## src/rtl/erase_seq_pkg.sv

```systemverilog
package erase_seq_pkg;

  typedef enum logic [2:0] {
    ST_IDLE,
    ST_ER_SETTLE,
    ST_ER_SETUP,
    ST_PULSE,
    ST_ER_HOLD,
    ST_VF_SETTLE,
    ST_READ,
    ST_DONE
  } es_state_t;

  typedef struct packed {
    logic vpp_hi;
    logic a9_hv;
    logic low_sup;
    logic ce_n;
    logic oe_n;
    logic pgm_n;
    logic drv;
  } pin_ctl_t;

  // Pin levels belonging to each sequencer phase.
  function automatic pin_ctl_t pins_for(es_state_t s);
    pin_ctl_t p;
    p = '{vpp_hi: 1'b0, a9_hv: 1'b0, low_sup: 1'b0,
          ce_n: 1'b1, oe_n: 1'b1, pgm_n: 1'b1, drv: 1'b0};
    case (s)
      ST_ER_SETTLE, ST_ER_SETUP, ST_ER_HOLD: begin
        p.vpp_hi = 1'b1;
        p.a9_hv  = 1'b1;
        p.ce_n   = 1'b0;
        p.drv    = 1'b1;
      end
      ST_PULSE: begin
        p.vpp_hi = 1'b1;
        p.a9_hv  = 1'b1;
        p.ce_n   = 1'b0;
        p.drv    = 1'b1;
        p.pgm_n  = 1'b0;
      end
      ST_VF_SETTLE, ST_READ: begin
        p.low_sup = 1'b1;
        p.ce_n    = 1'b0;
        p.oe_n    = 1'b0;
      end
      default: ;
    endcase
    return p;
  endfunction

endpackage

```

## src/rtl/erase_seq_timer.sv

```systemverilog
module erase_seq_timer #(
  parameter int TW = 8
) (
  input  logic          clk,
  input  logic          rst,
  input  logic          load,
  input  logic [TW-1:0] load_val,
  output logic          expired
);
  logic [TW-1:0] cnt_q;

  always_ff @(posedge clk) begin
    if (rst)
      cnt_q <= '0;
    else if (load)
      cnt_q <= load_val;
    else if (cnt_q != '0)
      cnt_q <= cnt_q - 1'b1;
  end

  assign expired = (cnt_q == '0);
endmodule

```

## src/rtl/erase_seq_scan.sv

```systemverilog
module erase_seq_scan #(
  parameter int AW = 17
) (
  input  logic          clk,
  input  logic          rst,
  input  logic          clr,
  input  logic          inc,
  output logic [AW-1:0] addr,
  output logic          last
);
  always_ff @(posedge clk) begin
    if (rst || clr)
      addr <= '0;
    else if (inc)
      addr <= addr + 1'b1;
  end

  assign last = (addr == {AW{1'b1}});
endmodule

```

## src/rtl/erase_seq_tally.sv

```systemverilog
module erase_seq_tally #(
  parameter int MAX_PULSES = 20,
  parameter int CW         = $clog2(MAX_PULSES + 1)
) (
  input  logic          clk,
  input  logic          rst,
  input  logic          clr,
  input  logic          inc,
  output logic [CW-1:0] count,
  output logic          at_limit
);
  always_ff @(posedge clk) begin
    if (rst || clr)
      count <= '0;
    else if (inc)
      count <= count + 1'b1;
  end

  assign at_limit = (count == CW'(MAX_PULSES));
endmodule

```

## src/rtl/erase_seq.sv

```systemverilog
module erase_seq
  import erase_seq_pkg::*;
#(
  parameter int AW         = 17,
  parameter int DW         = 8,
  parameter int MAX_PULSES = 20,
  parameter int PULSE_CYC  = 12_500_000,
  parameter int SETTLE_CYC = 1250,
  parameter int SETUP_CYC  = 250,
  parameter int HOLD_CYC   = 250,
  parameter int READ_CYC   = 10,
  localparam int CW        = $clog2(MAX_PULSES + 1)
) (
  input  logic          clk,
  input  logic          rst,
  input  logic          start,
  input  logic [DW-1:0] din,
  output logic          busy,
  output logic          done,
  output logic          pass,
  output logic          fail,
  output logic [CW-1:0] pulse_cnt,
  output logic [AW-1:0] fail_addr,
  output logic [AW-1:0] dev_addr,
  output logic [DW-1:0] dev_dout,
  output logic          dev_dout_en,
  output logic          dev_ce_n,
  output logic          dev_oe_n,
  output logic          dev_pgm_n,
  output logic          vpp_hi_en,
  output logic          a9_hv_en,
  output logic          low_sup_en
);
  localparam int M1   = (PULSE_CYC > SETTLE_CYC) ? PULSE_CYC : SETTLE_CYC;
  localparam int M2   = (SETUP_CYC > HOLD_CYC) ? SETUP_CYC : HOLD_CYC;
  localparam int M3   = (M2 > READ_CYC) ? M2 : READ_CYC;
  localparam int TMAX = (M1 > M3) ? M1 : M3;
  localparam int TW   = $clog2(TMAX + 1);

  localparam logic [TW-1:0] T_SETTLE = TW'(SETTLE_CYC - 1);
  localparam logic [TW-1:0] T_SETUP  = TW'(SETUP_CYC - 1);
  localparam logic [TW-1:0] T_PULSE  = TW'(PULSE_CYC - 1);
  localparam logic [TW-1:0] T_HOLD   = TW'(HOLD_CYC - 1);
  localparam logic [TW-1:0] T_READ   = TW'(READ_CYC - 1);

  es_state_t     st_q, st_nxt;
  pin_ctl_t      pin_q, pin_nxt;
  logic          t_load, t_exp;
  logic [TW-1:0] t_val;
  logic          a_clr, a_inc, a_last;
  logic          p_clr, p_inc, p_lim;
  logic          accept, res_pass, res_fail, rec_addr;
  logic          byte_blank;
  logic [AW-1:0] scan_addr;

  erase_seq_timer #(.TW(TW)) u_timer (
    .clk(clk), .rst(rst), .load(t_load), .load_val(t_val), .expired(t_exp)
  );

  erase_seq_scan #(.AW(AW)) u_scan (
    .clk(clk), .rst(rst), .clr(a_clr), .inc(a_inc),
    .addr(scan_addr), .last(a_last)
  );

  erase_seq_tally #(.MAX_PULSES(MAX_PULSES), .CW(CW)) u_tally (
    .clk(clk), .rst(rst), .clr(p_clr), .inc(p_inc),
    .count(pulse_cnt), .at_limit(p_lim)
  );

  assign byte_blank = (din == {DW{1'b1}});

  always_comb begin
    st_nxt   = st_q;
    t_load   = 1'b0;
    t_val    = '0;
    a_clr    = 1'b0;
    a_inc    = 1'b0;
    p_clr    = 1'b0;
    p_inc    = 1'b0;
    accept   = 1'b0;
    res_pass = 1'b0;
    res_fail = 1'b0;
    rec_addr = 1'b0;
    case (st_q)
      ST_IDLE: if (start) begin
        accept = 1'b1;
        st_nxt = ST_ER_SETTLE;
        t_load = 1'b1;
        t_val  = T_SETTLE;
        a_clr  = 1'b1;
        p_clr  = 1'b1;
      end
      ST_ER_SETTLE: if (t_exp) begin
        st_nxt = ST_ER_SETUP;
        t_load = 1'b1;
        t_val  = T_SETUP;
      end
      ST_ER_SETUP: if (t_exp) begin
        st_nxt = ST_PULSE;
        t_load = 1'b1;
        t_val  = T_PULSE;
      end
      ST_PULSE: if (t_exp) begin
        st_nxt = ST_ER_HOLD;
        t_load = 1'b1;
        t_val  = T_HOLD;
        p_inc  = 1'b1;
      end
      ST_ER_HOLD: if (t_exp) begin
        st_nxt = ST_VF_SETTLE;
        t_load = 1'b1;
        t_val  = T_SETTLE;
      end
      ST_VF_SETTLE: if (t_exp) begin
        st_nxt = ST_READ;
        t_load = 1'b1;
        t_val  = T_READ;
      end
      ST_READ: if (t_exp) begin
        if (byte_blank) begin
          if (a_last) begin
            st_nxt   = ST_DONE;
            res_pass = 1'b1;
          end else begin
            a_inc  = 1'b1;
            t_load = 1'b1;
            t_val  = T_READ;
          end
        end else begin
          rec_addr = 1'b1;
          if (p_lim) begin
            st_nxt   = ST_DONE;
            res_fail = 1'b1;
          end else begin
            st_nxt = ST_ER_SETTLE;
            t_load = 1'b1;
            t_val  = T_SETTLE;
            a_clr  = 1'b1;
          end
        end
      end
      ST_DONE: st_nxt = ST_IDLE;
      default: st_nxt = ST_IDLE;
    endcase
  end

  assign pin_nxt = pins_for(st_nxt);

  always_ff @(posedge clk) begin
    if (rst) begin
      st_q      <= ST_IDLE;
      pin_q     <= pins_for(ST_IDLE);
      busy      <= 1'b0;
      done      <= 1'b0;
      pass      <= 1'b0;
      fail      <= 1'b0;
      fail_addr <= '0;
      dev_dout  <= '0;
    end else begin
      st_q     <= st_nxt;
      pin_q    <= pin_nxt;
      busy     <= (st_nxt != ST_IDLE) && (st_nxt != ST_DONE);
      done     <= (st_nxt == ST_DONE);
      dev_dout <= pin_nxt.drv ? {DW{1'b1}} : {DW{1'b0}};
      if (accept) begin
        pass      <= 1'b0;
        fail      <= 1'b0;
        fail_addr <= '0;
      end else begin
        if (res_pass) pass <= 1'b1;
        if (res_fail) fail <= 1'b1;
        if (rec_addr) fail_addr <= scan_addr;
      end
    end
  end

  assign dev_addr    = scan_addr;
  assign dev_dout_en = pin_q.drv;
  assign dev_ce_n    = pin_q.ce_n;
  assign dev_oe_n    = pin_q.oe_n;
  assign dev_pgm_n   = pin_q.pgm_n;
  assign vpp_hi_en   = pin_q.vpp_hi;
  assign a9_hv_en    = pin_q.a9_hv;
  assign low_sup_en  = pin_q.low_sup;
endmodule

```

## config.mk

```make
export PLATFORM = sky130hd
export DESIGN_NAME = erase_seq
export DESIGN_NICKNAME = d
export VERILOG_FILES = /design/src/rtl/erase_seq_pkg.sv /design/src/rtl/erase_seq_timer.sv /design/src/rtl/erase_seq_scan.sv /design/src/rtl/erase_seq_tally.sv /design/src/rtl/erase_seq.sv
export SDC_FILE = /design/constraint.sdc
export NUM_CORES = 1
export LEC_CHECK = 0
export BUFFER_PORTS_ARGS = -buffer_cell sky130_fd_sc_hd__buf_2
export CORE_MARGIN = 10
export CORE_UTILIZATION = 45
export CTS_CLUSTER_SIZE = 28
export DETAILED_ROUTE_END_ITERATION = 7
export PLACE_DENSITY = 0.75
export REMOVE_ABC_BUFFERS = 1
export SYNTH_ARGS = -nofsm -noshare
export SYNTH_HDL_FRONTEND = slang
export SYNTH_SLANG_ARGS = --single-unit
```

## constraint.sdc

```tcl
create_clock -name clk -period 2.6 [get_ports clk]
set_clock_uncertainty 0.1 [all_clocks]
set_input_delay 0.52 -clock clk [delete_from_list [all_inputs] [get_ports clk]]
set_output_delay 0.52 -clock clk [all_outputs]
set_load 0.1 [all_outputs]
```

==> impl_metrics.sql, run 1 <==
INSERT INTO impl_metrics (metric_group, metric, value, unit) VALUES
('run_status', 'outcome', 'finished with violations', ''),
('run_status', 'violated_checks', 'negative setup slack', ''),
('grt', 'grt_antenna_before_repair', '0', ''),
('grt', 'global_route.overflow_total', '0', ''),
('cells_and_area', 'post-route-cell-area', '4718', 'um2'),
('cells_and_area', 'filler_cell_count_in_the_final_layout', '623', ''),
('worst_setup_path', 'critPathLaunchType', 'flop', ''),
('die', 'io_pins', '69', ''),
('clock_tree', 'tritoncts_num_sinks', '75', ''),
('timing', 'fin_tns_setup', '-0.02182', 'ns'),
('clock_tree', 'insertion_delay', '0.36', 'ns'),
('die', 'die_footprint', '11950', 'um2'),
('clock_tree', 'tritoncts', 'done', ''),
('route', 'remaining_drc_errors', '0', ''),
('timing', 'final.min_clock_period', '2.622', 'ns'),
('logic_synthesis', 'post_synthesis_sequential_area_ratio', '41.81', '%'),
('power_and_ir_drop', 'p_sw_share', '45.00', '%'),
('placement', 'pre_cts_slack', '-0.04214', 'ns'),
('power_and_ir_drop', 'share_seq_of_total_power', '31.0', '%'),
('placement', 'port_buffers', '68', ''),
('grt', 'grt_pass1_vias', '3197', ''),
('route', 'totalWireLength', '9.638', 'mm'),
('logic_synthesis', 'async_flop_share', '0', '%'),
('grt', 'globalRouteTotalUtil', '14.88', '%'),
('die', 'die_width', '109.3', 'um'),
('clock_tree', 'max-clock-path-buffers', '2', ''),
('cells_and_area', 'synth_to_final_area_change', '31.39', '%'),
('route', 'first_pass_iters', '4', ''),
('timing', 'finalSetupViolations', '1', ''),
('clock_tree', 'hold_buffers', '0', ''),
('worst_setup_path', 'cp_cell_sequence', 'or3_4, or3_4, or4_4, a21oi_2, o211ai_2, nand2_2, mux2_4', ''),
('power_and_ir_drop', 'p_leak', '1.969', 'nW'),
('power_and_ir_drop', 'p_sw', '2.108', 'mW'),
('timing', 'layout_worst_path_cycle_share', '100.8', '%'),
('worst_setup_path', 'max_stage_delay', '0.54', 'ns'),
('worst_setup_path', 'critical_path.slowest_cell', 'sky130_fd_sc_hd__or4_4', ''),
('power_and_ir_drop', 'power_density', '992.7', 'nW/um2'),
('cells_and_area', 'mostFrequentLayoutCell', 'sky130_fd_sc_hd__dfxtp_1', ''),
('power_and_ir_drop', 'clock_power_share', '17.9', '%'),
('route', 'vias', '3382', ''),
('logic_synthesis', 'syn-instance-count', '429', ''),
('route', 'route.detailed.vias_per_inst', '5.318', ''),
('worst_setup_path', 'crit_arrival', '2.78', 'ns'),
('logic_synthesis', 'synth.yosys.warnings', '0', ''),
('timing', 'rsz_0062_raised_after_global_routing', 'true', ''),
('cells_and_area', 'nNetsFinal', '546', ''),
('worst_setup_path', 'cp.required', '2.75', 'ns'),
('timing', 'hold_viol', '0', ''),
('power_and_ir_drop', 'pwr-share-comb', '51.1', '%'),
('die', 'initial_core_utilization', '46.47', '%'),
('power_and_ir_drop', 'internal-power', '2.576', 'mW'),
('clock_tree', 'ctsHtreeMaxLevel', '3', ''),
('timing', 'setup_ws', '-0.02182', 'ns'),
('flow_run', 'max_cap_violations', '0', ''),
('grt', 'grt_first_pass_wirelength', '14.75', 'mm'),
('power_and_ir_drop', 'largest_vdd_supply_drop', '1.085', 'mV'),
('logic_synthesis', 'edff_count_synth', '0', ''),
('grt', 'grt_max_degree', '25', ''),
('worst_setup_path', 'cp_max_fo', '5', ''),
('logic_synthesis', 'post_syn_area', '3591', 'um2'),
('route', 'drt-wirelength-per-cell', '15.15', 'um'),
('clock_tree', 'tritoncts.num_buffers', '9', ''),
('logic_synthesis', 'synth.distinct_cells', '52', ''),
('cells_and_area', 'layout_common_cells', 'sky130_fd_sc_hd__dfxtp_1, sky130_fd_sc_hd__buf_2, sky130_fd_sc_hd__nand2_1', ''),
('die', 'core', '7727', 'um2'),
('clock_tree', 'root_cell_of_the_clock_tree', 'sky130_fd_sc_hd__clkbuf_8', ''),
('cells_and_area', 'diodes', '0', ''),
('cells_and_area', 'final_layout_size_suffix_gt1_share', '35.02', '%'),
('timing', 'achievable-frequency', '381.4', 'MHz'),
('clock_tree', 'clk_pin_slew', '0.08', 'ns'),
('route', 'violation_count_after_the_first_detailed_routing_iteration', '178', '');
power by group through the flow:
stage	clock [mW]	sequential, mW	combinational (mW)
2_1_floorplan	0	1.71	1.10
3_3_place_gp	0	1.45	2.06
3_5_place_dp	0	1.46	2.10
4_1_cts	0.860	1.44	2.14
5_1_grt	0.902	1.47	2.58
6_report	0.840	1.45	2.39
synthesized netlist by cell type (all sizes together) (7+ instances only):
cell,instances,area (um2)
a21oi,38,190.2
and3,7,43.79
buf,16,108.9
clkbuf,13,48.80
dfxtp,75,1501
inv,11,41.29
nand2,69,259.0
nand3,14,87.59
nand4,9,56.30
nor2,40,155.1
nor3,16,80.08
nor4,17,148.9
o21ai,10,50.05
or3,10,72.57
xnor2,22,192.7
xor2,20,175.2
state kept, by name, indices dropped and copies added (netlist names):
name and cells:
st_q 3, fail_addr 17, busy 1, dev_oe_n 1, u_timer.cnt_q 24, pass 1, dev_pgm_n 1, fail 1
u_scan.addr 17, u_tally.count 5, low_sup_en 1, done 1, dev_dout 1, dev_ce_n 1
cells by family (layout without fill, tap and decap cells):
group           Yosys count  count (layout)  synth area share (%)
compound gates           65              65                 10.98
mux                       2               2                0.5923
fa+ha+maj                 6               6                 2.091
simple gates            199             200                 28.75
flops                    75              75                 41.81
xor+xnor                 42              42                 10.24
buf+inv                  40             144                 5.540
stage by stage:
step                total power, mW  utilization (%)  hold WS (ns)  instances
floorplan                     2.814                -        0.4257        400
global placement              3.508            54.79        0.3346        611
detailed placement            3.558            54.79        0.3432        611
CTS                           4.435            57.35        0.3567        627
global route                  4.951            61.06        0.3769        636
finish                        4.684            61.06        0.3556        636
repair_timing:
item	4_1_cts	5_1_grt
pin swaps	1	26
setup endpoints to repair	3	59
resized for setup	3	45
setup buffers	0	7
cloned	0	3
critical path, delay by kind of cell, from the launching register on:
| kind | cells | cell delay (ns) |
|---|---|---|
| AOI/OAI and AO/OA | 2 | 0.31 |
| muxes | 1 | 0.29 |
| DFF | 1 | 0.32 |
| and+or+nand+nor | 4 | 1.48 |
cell type report:
| class | instances | area [um2] | area share [%] |
|---|---|---|---|
| Clock buffer | 9 | 123.9 | 2.625 |
| Clock inverter | 7 | 60.06 | 1.273 |
| Inverter | 11 | 41.29 | 0.8751 |
| Multi-Input combinational cell | 315 | 2113 | 44.79 |
| Sequential cell | 75 | 1503 | 31.85 |
| Tap cell | 102 | 127.6 | 2.705 |
| Timing Repair Buffer | 117 | 749.5 | 15.88 |
worst paths after layout:
path	slack, ns	cells past startpoint	end	start
setup / recovery	-0.02	7	dev_dout[6]$_SDFF_PP0_	u_timer.cnt_q[16]$_SDFFE_PP0P_
hold / removal	0.36	2	fail_addr[11]$_SDFFE_PP0P_	fail_addr[11]$_SDFFE_PP0P_
setup reg to reg	-0.02	7	dev_dout[6]$_SDFF_PP0_	u_timer.cnt_q[16]$_SDFFE_PP0P_
hold reg to reg	0.36	2	fail_addr[11]$_SDFFE_PP0P_	fail_addr[11]$_SDFFE_PP0P_
metal layers:
layer  track usage, %  wire (um)  up-vias
met5                0          0        -
met4            5.390        131        0
met3            4.447        622       14
met2            24.87       4845       86
met1            17.71       4040     1599
li1                 -          -     1683
No activity file was read; power rests on OpenSTA's default activity.
==> run 2, diff against run 1 <==
Settings changed: SETUP_SLACK_MARGIN set to 0.4.
==> run 2 against run 1 <==
Net effect: the run still ends with negative setup slack left; register-to-register slack lost 0.12 ns; sequential power grew 3%; clock-buffer cell count is the same; wire length grew 60%; maximum frequency shrank 4.3%; cell area grew 26%; combinational power grew 49%; utilization grew 16 points; critical path depth grew 6; global-route usage grew 4.5 points; die area is the same; critical path type unchanged; highest routed layer unchanged.
==> impl_metrics.sql, run 2 (synthesized netlist as in run 1, its figures left out) <==
INSERT INTO impl_metrics (metric_group, metric, value, unit) VALUES
('timing', 'rsz_0062_raised_after_global_routing', 'true', ''),
('timing', 'finalSetupViolations', '48', ''),
('die', 'initial_core_utilization', '46.47', '%'),
('cells_and_area', 'final_layout_size_suffix_gt1_share', '59.01', '%'),
('placement', 'pre_cts_slack', '-0.04214', 'ns'),
('die', 'height_of_the_die', '109.3', 'um'),
('route', 'totalWireLength', '15.42', 'mm'),
('worst_setup_path', 'critical_path.top_delay_family', 'simple AND/OR/NAND/NOR gates', ''),
('route', 'remaining_drc_errors', '0', ''),
('worst_setup_path', 'critPathKind', 'reg -> reg', ''),
('grt', 'grt_antenna_before_repair', '0', ''),
('route', 'route.detailed.vias_per_inst', '6.114', ''),
('run_status', 'violated_checks', 'negative setup slack', ''),
('die', 'die_width', '109.3', 'um'),
('placement', 'port_buffers', '68', ''),
('worst_setup_path', 'cp_max_fo', '5', ''),
('die', 'std_cell_rows', '32', ''),
('power_and_ir_drop', 'power_density', '995.9', 'nW/um2'),
('cells_and_area', 'post-route-cell-area', '5952', 'um2'),
('cells_and_area', 'nNetsFinal', '595', ''),
('placement', 'post_detailed_placement_cell_area', '4234', 'um2'),
('cells_and_area', 'layout.cells.non_filler', '685', ''),
('cells_and_area', 'reg.largest.list', 'u_timer.cnt_q (24), fail_addr (17), u_scan.addr (17)', ''),
('clock_tree', 'insertion_delay', '0.38', 'ns'),
('placement', 'place.detailed.instances', '611', ''),
('cells_and_area', 'registers.top_by_ff_count', 'u_timer.cnt_q', ''),
('cells_and_area', 'flip_flop_count_of_the_largest_register_after_layout', '24', ''),
('clock_tree', 'max-clock-path-buffers', '2', ''),
('timing', 'setup_ws', '-0.1391', 'ns'),
('timing', 'hold_viol', '0', ''),
('clock_tree', 'ctsHtreeMaxLevel', '3', ''),
('die', 'io_pins', '69', ''),
('die', 'die_footprint', '11950', 'um2'),
('run_status', 'outcome', 'finished with violations', ''),
('route', 'vias', '4188', ''),
('route', 'final_antenna_net_count', '0', ''),
('die', 'core', '7727', 'um2'),
('clock_tree', 'clk_pin_slew', '0.09', 'ns'),
('clock_tree', 'root_cell_of_the_clock_tree', 'sky130_fd_sc_hd__clkbuf_8', ''),
('clock_tree', 'tritoncts_num_sinks', '75', ''),
('timing', 'hold_ws', '0.3600', 'ns'),
('cells_and_area', 'layout_common_cells', 'sky130_fd_sc_hd__buf_2, sky130_fd_sc_hd__dfxtp_1, sky130_fd_sc_hd__buf_4', ''),
('timing', 'layout_worst_path_cycle_share', '105.4', '%'),
('clock_tree', 'tritoncts.num_buffers', '9', ''),
('route', 'violation_count_after_the_first_detailed_routing_iteration', '317', ''),
('worst_setup_path', 'worstSetupEndpointType', 'flop', ''),
('route', 'first_pass_iters', '5', ''),
('worst_setup_path', 'crit_arrival', '2.94', 'ns'),
('timing', 'slew-limit-headroom', '48.76', '%'),
('placement', 'dp_hpwl', '6.546', 'mm'),
('cells_and_area', 'diodes', '0', ''),
('flow_run', 'max_cap_violations', '0', ''),
('worst_setup_path', 'cp_cell_sequence', 'and3_4, and3_4, nand3_4, nor4_4, ha_2, nor4_2, o22ai_1, nand2_1, a21boi_1, buf_4, buf_6, o211ai_1, a21oi_1', ''),
('worst_setup_path', 'cp.required', '2.80', 'ns'),
('worst_setup_path', 'cp_common_cell', 'sky130_fd_sc_hd__and3_4', ''),
('grt', 'globalRouteTotalUtil', '19.41', '%'),
('cells_and_area', 'mostFrequentLayoutCell', 'sky130_fd_sc_hd__buf_2', ''),
('cells_and_area', 'synth_to_final_area_change', '65.75', '%'),
('grt', 'grt_max_degree', '25', ''),
('timing', 'timing.final.max_slew_violations', '0', ''),
('grt', 'global_route.overflow_total', '0', ''),
('worst_setup_path', 'critical_path.slowest_cell', 'sky130_fd_sc_hd__dfxtp_2', ''),
('worst_setup_path', 'number_of_buffers_and_inverters_on_the_critical_path', '2', ''),
('timing', 'final.min_clock_period', '2.739', 'ns'),
('grt', 'grt_pass1_vias', '3817', ''),
('grt', 'grt_first_pass_wirelength', '18.67', 'mm'),
('worst_setup_path', 'critPathLaunchType', 'flop', ''),
('clock_tree', 'tritoncts', 'done', ''),
('placement', 'gp_routability_congestion', '0.8545', ''),
('hold_path', 'worst_hold_path_type', 'reg -> reg', ''),
('timing', 'max_slew.worst_pin.slew', '0.7664', 'ns'),
('timing', 'achievable-frequency', '365.1', 'MHz'),
('route', 'drt-wirelength-per-cell', '22.52', 'um'),
('power_and_ir_drop', 'p_leak', '2.632', 'nW'),
('power_and_ir_drop', 'largest_vdd_supply_drop', '1.435', 'mV'),
('timing', 'fin_tns_setup', '-3.052', 'ns'),
('worst_setup_path', 'max_stage_delay', '0.38', 'ns');
## run 2: cell types whose count changed in the layout (fill, tap and decap cells not counted), sizes merged
cell / delta
buf: +46
clkbuf: +1
nand3: +1
or2: +1
## run 2: final timing paths
| check | start | endpoint | slack (ns) | depth (start not counted) |
|---|---|---|---|---|
| worst min register to register | fail_addr[16]$_SDFFE_PP0P_ | fail_addr[16]$_SDFFE_PP0P_ | 0.36 | 2 |
| worst max register to register | u_scan.addr[3]$_SDFFE_PP0P_ | u_timer.cnt_q[1]$_SDFFE_PP0P_ | -0.14 | 13 |
| worst max-delay path | u_scan.addr[3]$_SDFFE_PP0P_ | u_timer.cnt_q[1]$_SDFFE_PP0P_ | -0.14 | 13 |
| worst min-delay path | fail_addr[16]$_SDFFE_PP0P_ | fail_addr[16]$_SDFFE_PP0P_ | 0.36 | 2 |
## run 2: layout make-up
class                           instances  area [um2]
Inverter                               11       41.29
Clock buffer                            9       123.9
Clock inverter                          7       60.06
Timing Repair Buffer                  164        1323
Multi-Input combinational cell        317        2765
Sequential cell                        75        1511
Fill cell                             407        1775
Tap cell                              102       127.6
## run 2: metrics by stage
step / utilization (%) / power (mW)
after global placement: 54.79 / 3.508
final: 77.02 / 5.928
after floorplan: - / 2.814
after global routing: 77.02 / 6.125
after detailed placement: 54.79 / 3.558
after CTS: 67.15 / 5.128
## run 2: worst register-to-register path, stage by stage (launching register included)
cell,delay [ns]
sky130_fd_sc_hd__dfxtp_2,0.38
sky130_fd_sc_hd__and3_4,0.19
sky130_fd_sc_hd__and3_4,0.20
sky130_fd_sc_hd__nand3_4,0.10
sky130_fd_sc_hd__nor4_4,0.21
sky130_fd_sc_hd__ha_2,0.29
sky130_fd_sc_hd__nor4_2,0.07
sky130_fd_sc_hd__o22ai_1,0.32
sky130_fd_sc_hd__nand2_1,0.15
sky130_fd_sc_hd__a21boi_1,0.17
sky130_fd_sc_hd__buf_4,0.15
sky130_fd_sc_hd__buf_6,0.11
sky130_fd_sc_hd__o211ai_1,0.08
sky130_fd_sc_hd__a21oi_1,0.14
## run 2: repair_timing
action | 4_1_cts | 5_1_grt
gates cloned | 7 | 3
buffers inserted | 28 | 20
gates resized for setup | 109 | 128
setup endpoints to repair | 74 | 75
hold buffers | 0 | 0
pin swaps | 54 | 62
## run 2: power breakdown
group | total (mW) | switching, mW | internal [mW]
Sequential | 1.49 | 0.191 | 1.30
Combinational | 3.57 | 2.03 | 1.54
Clock | 0.869 | 0.508 | 0.361
Total | 5.93 | 2.73 | 3.20
## run 2: routing by layer
metal,vias up,wire length [um],track usage [%]
met5,-,0,0
met4,0,1044,10.41
met3,109,1205,5.734
met2,290,7760,33.22
met1,2015,5414,21.24
li1,1774,-,-
==> run 3, diff against run 2 <==
Settings changed: CELL_PAD_IN_SITES_DETAIL_PLACEMENT set to 1, CELL_PAD_IN_SITES_GLOBAL_PLACEMENT set to 2, CORE_UTILIZATION 45 to 29, PLACE_DENSITY 0.75 to 0.8, TNS_END_PERCENT set to 30.
==> run 3 against run 2 <==
Net effect: the flow now finishes without violations; utilization fell by 34 points; sequential cell count stayed put; combinational power down 20%; sequential power barely moved; global-route usage down 6.5 points; wire length is 23% lower; cell count increased by 6.0%; critical path depth decreased by 4; highest routed layer unchanged.
==> impl_metrics.sql, run 3 (synthesized netlist as in run 1, its figures left out) <==
INSERT INTO impl_metrics (metric_group, metric, value, unit) VALUES
('route', 'violation_count_after_the_first_detailed_routing_iteration', '194', ''),
('timing', 'achievable-frequency', '387.9', 'MHz'),
('worst_setup_path', 'critPathLaunchType', 'flop', ''),
('grt', 'grt_pass1_vias', '3585', ''),
('grt', 'grt_first_pass_wirelength', '18.56', 'mm'),
('cells_and_area', 'filler_cell_count_in_the_final_layout', '1447', ''),
('clock_tree', 'hold_buffers', '0', ''),
('route', 'drt-wirelength-per-cell', '16.38', 'um'),
('worst_setup_path', 'worstSetupEndpointType', 'flop', ''),
('route', 'route.layer.met1.wl', '5.332', 'mm'),
('worst_setup_path', 'max_stage_delay', '0.44', 'ns'),
('worst_setup_path', 'critPathKind', 'reg -> reg', ''),
('placement', 'gp_routability_congestion', '0.8098', ''),
('worst_setup_path', 'cp_common_cell', 'sky130_fd_sc_hd__buf_4', ''),
('route', 'route.top_layer_used', 'met4', ''),
('die', 'io_pins', '69', ''),
('cells_and_area', 'reg.largest.list', 'u_timer.cnt_q (24), fail_addr (17), u_scan.addr (17)', ''),
('power_and_ir_drop', 'power_density', '1079', 'nW/um2'),
('placement', 'port_buffers', '68', ''),
('die', 'std_cell_rows', '40', ''),
('cells_and_area', 'final_layout_size_suffix_gt1_share', '40.50', '%'),
('clock_tree', 'root_cell_of_the_clock_tree', 'sky130_fd_sc_hd__clkbuf_16', ''),
('route', 'totalWireLength', '11.89', 'mm'),
('clock_tree', 'max-clock-path-buffers', '2', ''),
('worst_setup_path', 'crit_arrival', '2.73', 'ns'),
('clock_tree', 'ctsHtreeMaxLevel', '3', ''),
('clock_tree', 'tritoncts_num_sinks', '75', ''),
('timing', 'layout_worst_path_cycle_share', '99.15', '%'),
('worst_setup_path', 'critical_path.slowest_cell', 'sky130_fd_sc_hd__or3_4', ''),
('cells_and_area', 'diodes', '0', ''),
('power_and_ir_drop', 'report.power.total', '5.595', 'mW'),
('grt', 'global_route.overflow_total', '0', ''),
('run_status', 'outcome', 'complete, no violations', ''),
('route', 'met2RoutedLength', '6.008', 'mm'),
('timing', 'max_slew.worst_pin.slew', '0.5297', 'ns'),
('worst_setup_path', 'r2r.worst_path.cells', '9', ''),
('power_and_ir_drop', 'largest_vdd_supply_drop', '0.9736', 'mV'),
('hold_path', 'worst_hold_path_type', 'reg -> reg', ''),
('route', 'first_pass_iters', '4', ''),
('timing', 'finalSetupViolations', '0', ''),
('route', 'vias', '3543', ''),
('worst_setup_path', 'setup.reg_to_reg.worst_slack', '0.02', 'ns'),
('cells_and_area', 'mostFrequentLayoutCell', 'sky130_fd_sc_hd__dfxtp_1', ''),
('route', 'remaining_drc_errors', '0', ''),
('timing', 'final.min_clock_period', '2.578', 'ns'),
('cells_and_area', 'synth_to_final_area_change', '44.39', '%'),
('grt', 'grt_max_degree', '25', ''),
('worst_setup_path', 'cp_cell_sequence', 'or3_4, or3_4, nor4_4, buf_4, nand2_1, a2bb2oi_2, buf_4, buf_4, nor3_1', ''),
('placement', 'dp_hpwl', '7.969', 'mm'),
('die', 'height_of_the_die', '131.3', 'um'),
('route', 'route.detailed.vias_per_inst', '4.880', ''),
('clock_tree', 'insertion_delay', '0.35', 'ns'),
('die', 'die_footprint', '17230', 'um2'),
('grt', 'globalRouteTotalUtil', '12.89', '%'),
('flow_run', 'max_cap_violations', '0', ''),
('grt', 'grt_antenna_before_repair', '0', ''),
('timing', 'hold_viol', '0', ''),
('cells_and_area', 'nNetsFinal', '570', ''),
('cells_and_area', 'final_core_util', '42.99', '%'),
('cells_and_area', 'post-route-cell-area', '5185', 'um2'),
('route', 'final_antenna_net_count', '0', ''),
('cells_and_area', 'layout_common_cells', 'sky130_fd_sc_hd__dfxtp_1, sky130_fd_sc_hd__buf_2, sky130_fd_sc_hd__buf_4', ''),
('timing', 'rsz_0062_raised_after_global_routing', 'true', ''),
('placement', 'post_detailed_placement_cell_area', '4349', 'um2'),
('power_and_ir_drop', 'p_leak', '2.179', 'nW'),
('worst_setup_path', 'cp_max_fo', '5', ''),
('clock_tree', 'tritoncts.num_buffers', '9', ''),
('clock_tree', 'tritoncts', 'done', ''),
('clock_tree', 'clk_pin_slew', '0.06', 'ns'),
('timing', 'slew-limit-headroom', '64.36', '%'),
('die', 'initial_core_utilization', '29.77', '%'),
('route', 'met3RoutedLength', '350', 'um'),
('timing', 'timing.final.max_slew_violations', '0', ''),
('worst_setup_path', 'cp.required', '2.75', 'ns'),
('cells_and_area', 'registers.top_by_ff_count', 'u_timer.cnt_q', ''),
('die', 'core', '12060', 'um2'),
('cells_and_area', 'flip_flop_count_of_the_largest_register_after_layout', '24', ''),
('die', 'die_width', '131.3', 'um'),
('hold_path', 'hold_path_depth', '2', '');
run 3: repair_timing:
action / in CTS / in global routing
resized for setup: 22 / 56
pin swaps: 14 / 45
buffers inserted: 4 / 22
endpoints found under the setup margin: 74 / 74
gates cloned: 0 / 1
run 3: worst paths after layout:
path | endpoint | start
worst max-delay path | done$_SDFF_PP0_ | u_timer.cnt_q[17]$_SDFFE_PP0P_
worst min register to register | fail_addr[16]$_SDFFE_PP0P_ | fail_addr[16]$_SDFFE_PP0P_
worst min-delay path | fail_addr[16]$_SDFFE_PP0P_ | fail_addr[16]$_SDFFE_PP0P_
worst max register to register | done$_SDFF_PP0_ | u_timer.cnt_q[17]$_SDFFE_PP0P_
run 3: metrics by stage:
stage,setup TNS (ns),instances,setup slack (ns),hold WS (ns)
after global routing,-0.7830,726,-0.07216,0.3737
after detailed placement,-1.711,683,-0.1557,0.3459
after CTS,0,703,0.009643,0.3474
after global placement,-0.5062,683,-0.1462,0.3362
after floorplan,-88.56,400,-5.371,0.4257
final,0,726,0.02209,0.3506
run 3: layout make-up:
type | count | area (um2) | share of cell area [%]
clock inverter | 6 | 66.31 | 1.279
tap | 168 | 210.2 | 4.054
timing repair buffer | 142 | 950.9 | 18.34
sequential | 75 | 1510 | 29.13
clock buffer | 10 | 229.0 | 4.416
inverter | 11 | 41.29 | 0.7963
multi-input combinational | 314 | 2177 | 41.99
run 3: layer usage:
layer	up-vias	track usage, %
met3	16	2.706
li1	1722	-
met4	0	5.995
met2	52	20.95
met1	1753	15.94
met5	-	0
run 3: worst max-delay path, delay by kind of cell, from the launching register on:
kind,cells,cell delay [ns]
buffers and inverters,3,0.48
AOI/OAI and AO/OA,1,0.18
DFF,1,0.31
and+or+nand+nor,5,1.44
run 3: report_power, final:
| group | leakage, nW | switching [mW] | total, mW | internal (mW) |
|---|---|---|---|---|
| clock network | 0.135 | 0.513 | 1.26 | 0.743 |
| logic | 1.43 | 1.64 | 2.87 | 1.23 |
| registers | 0.611 | 0.168 | 1.47 | 1.30 |
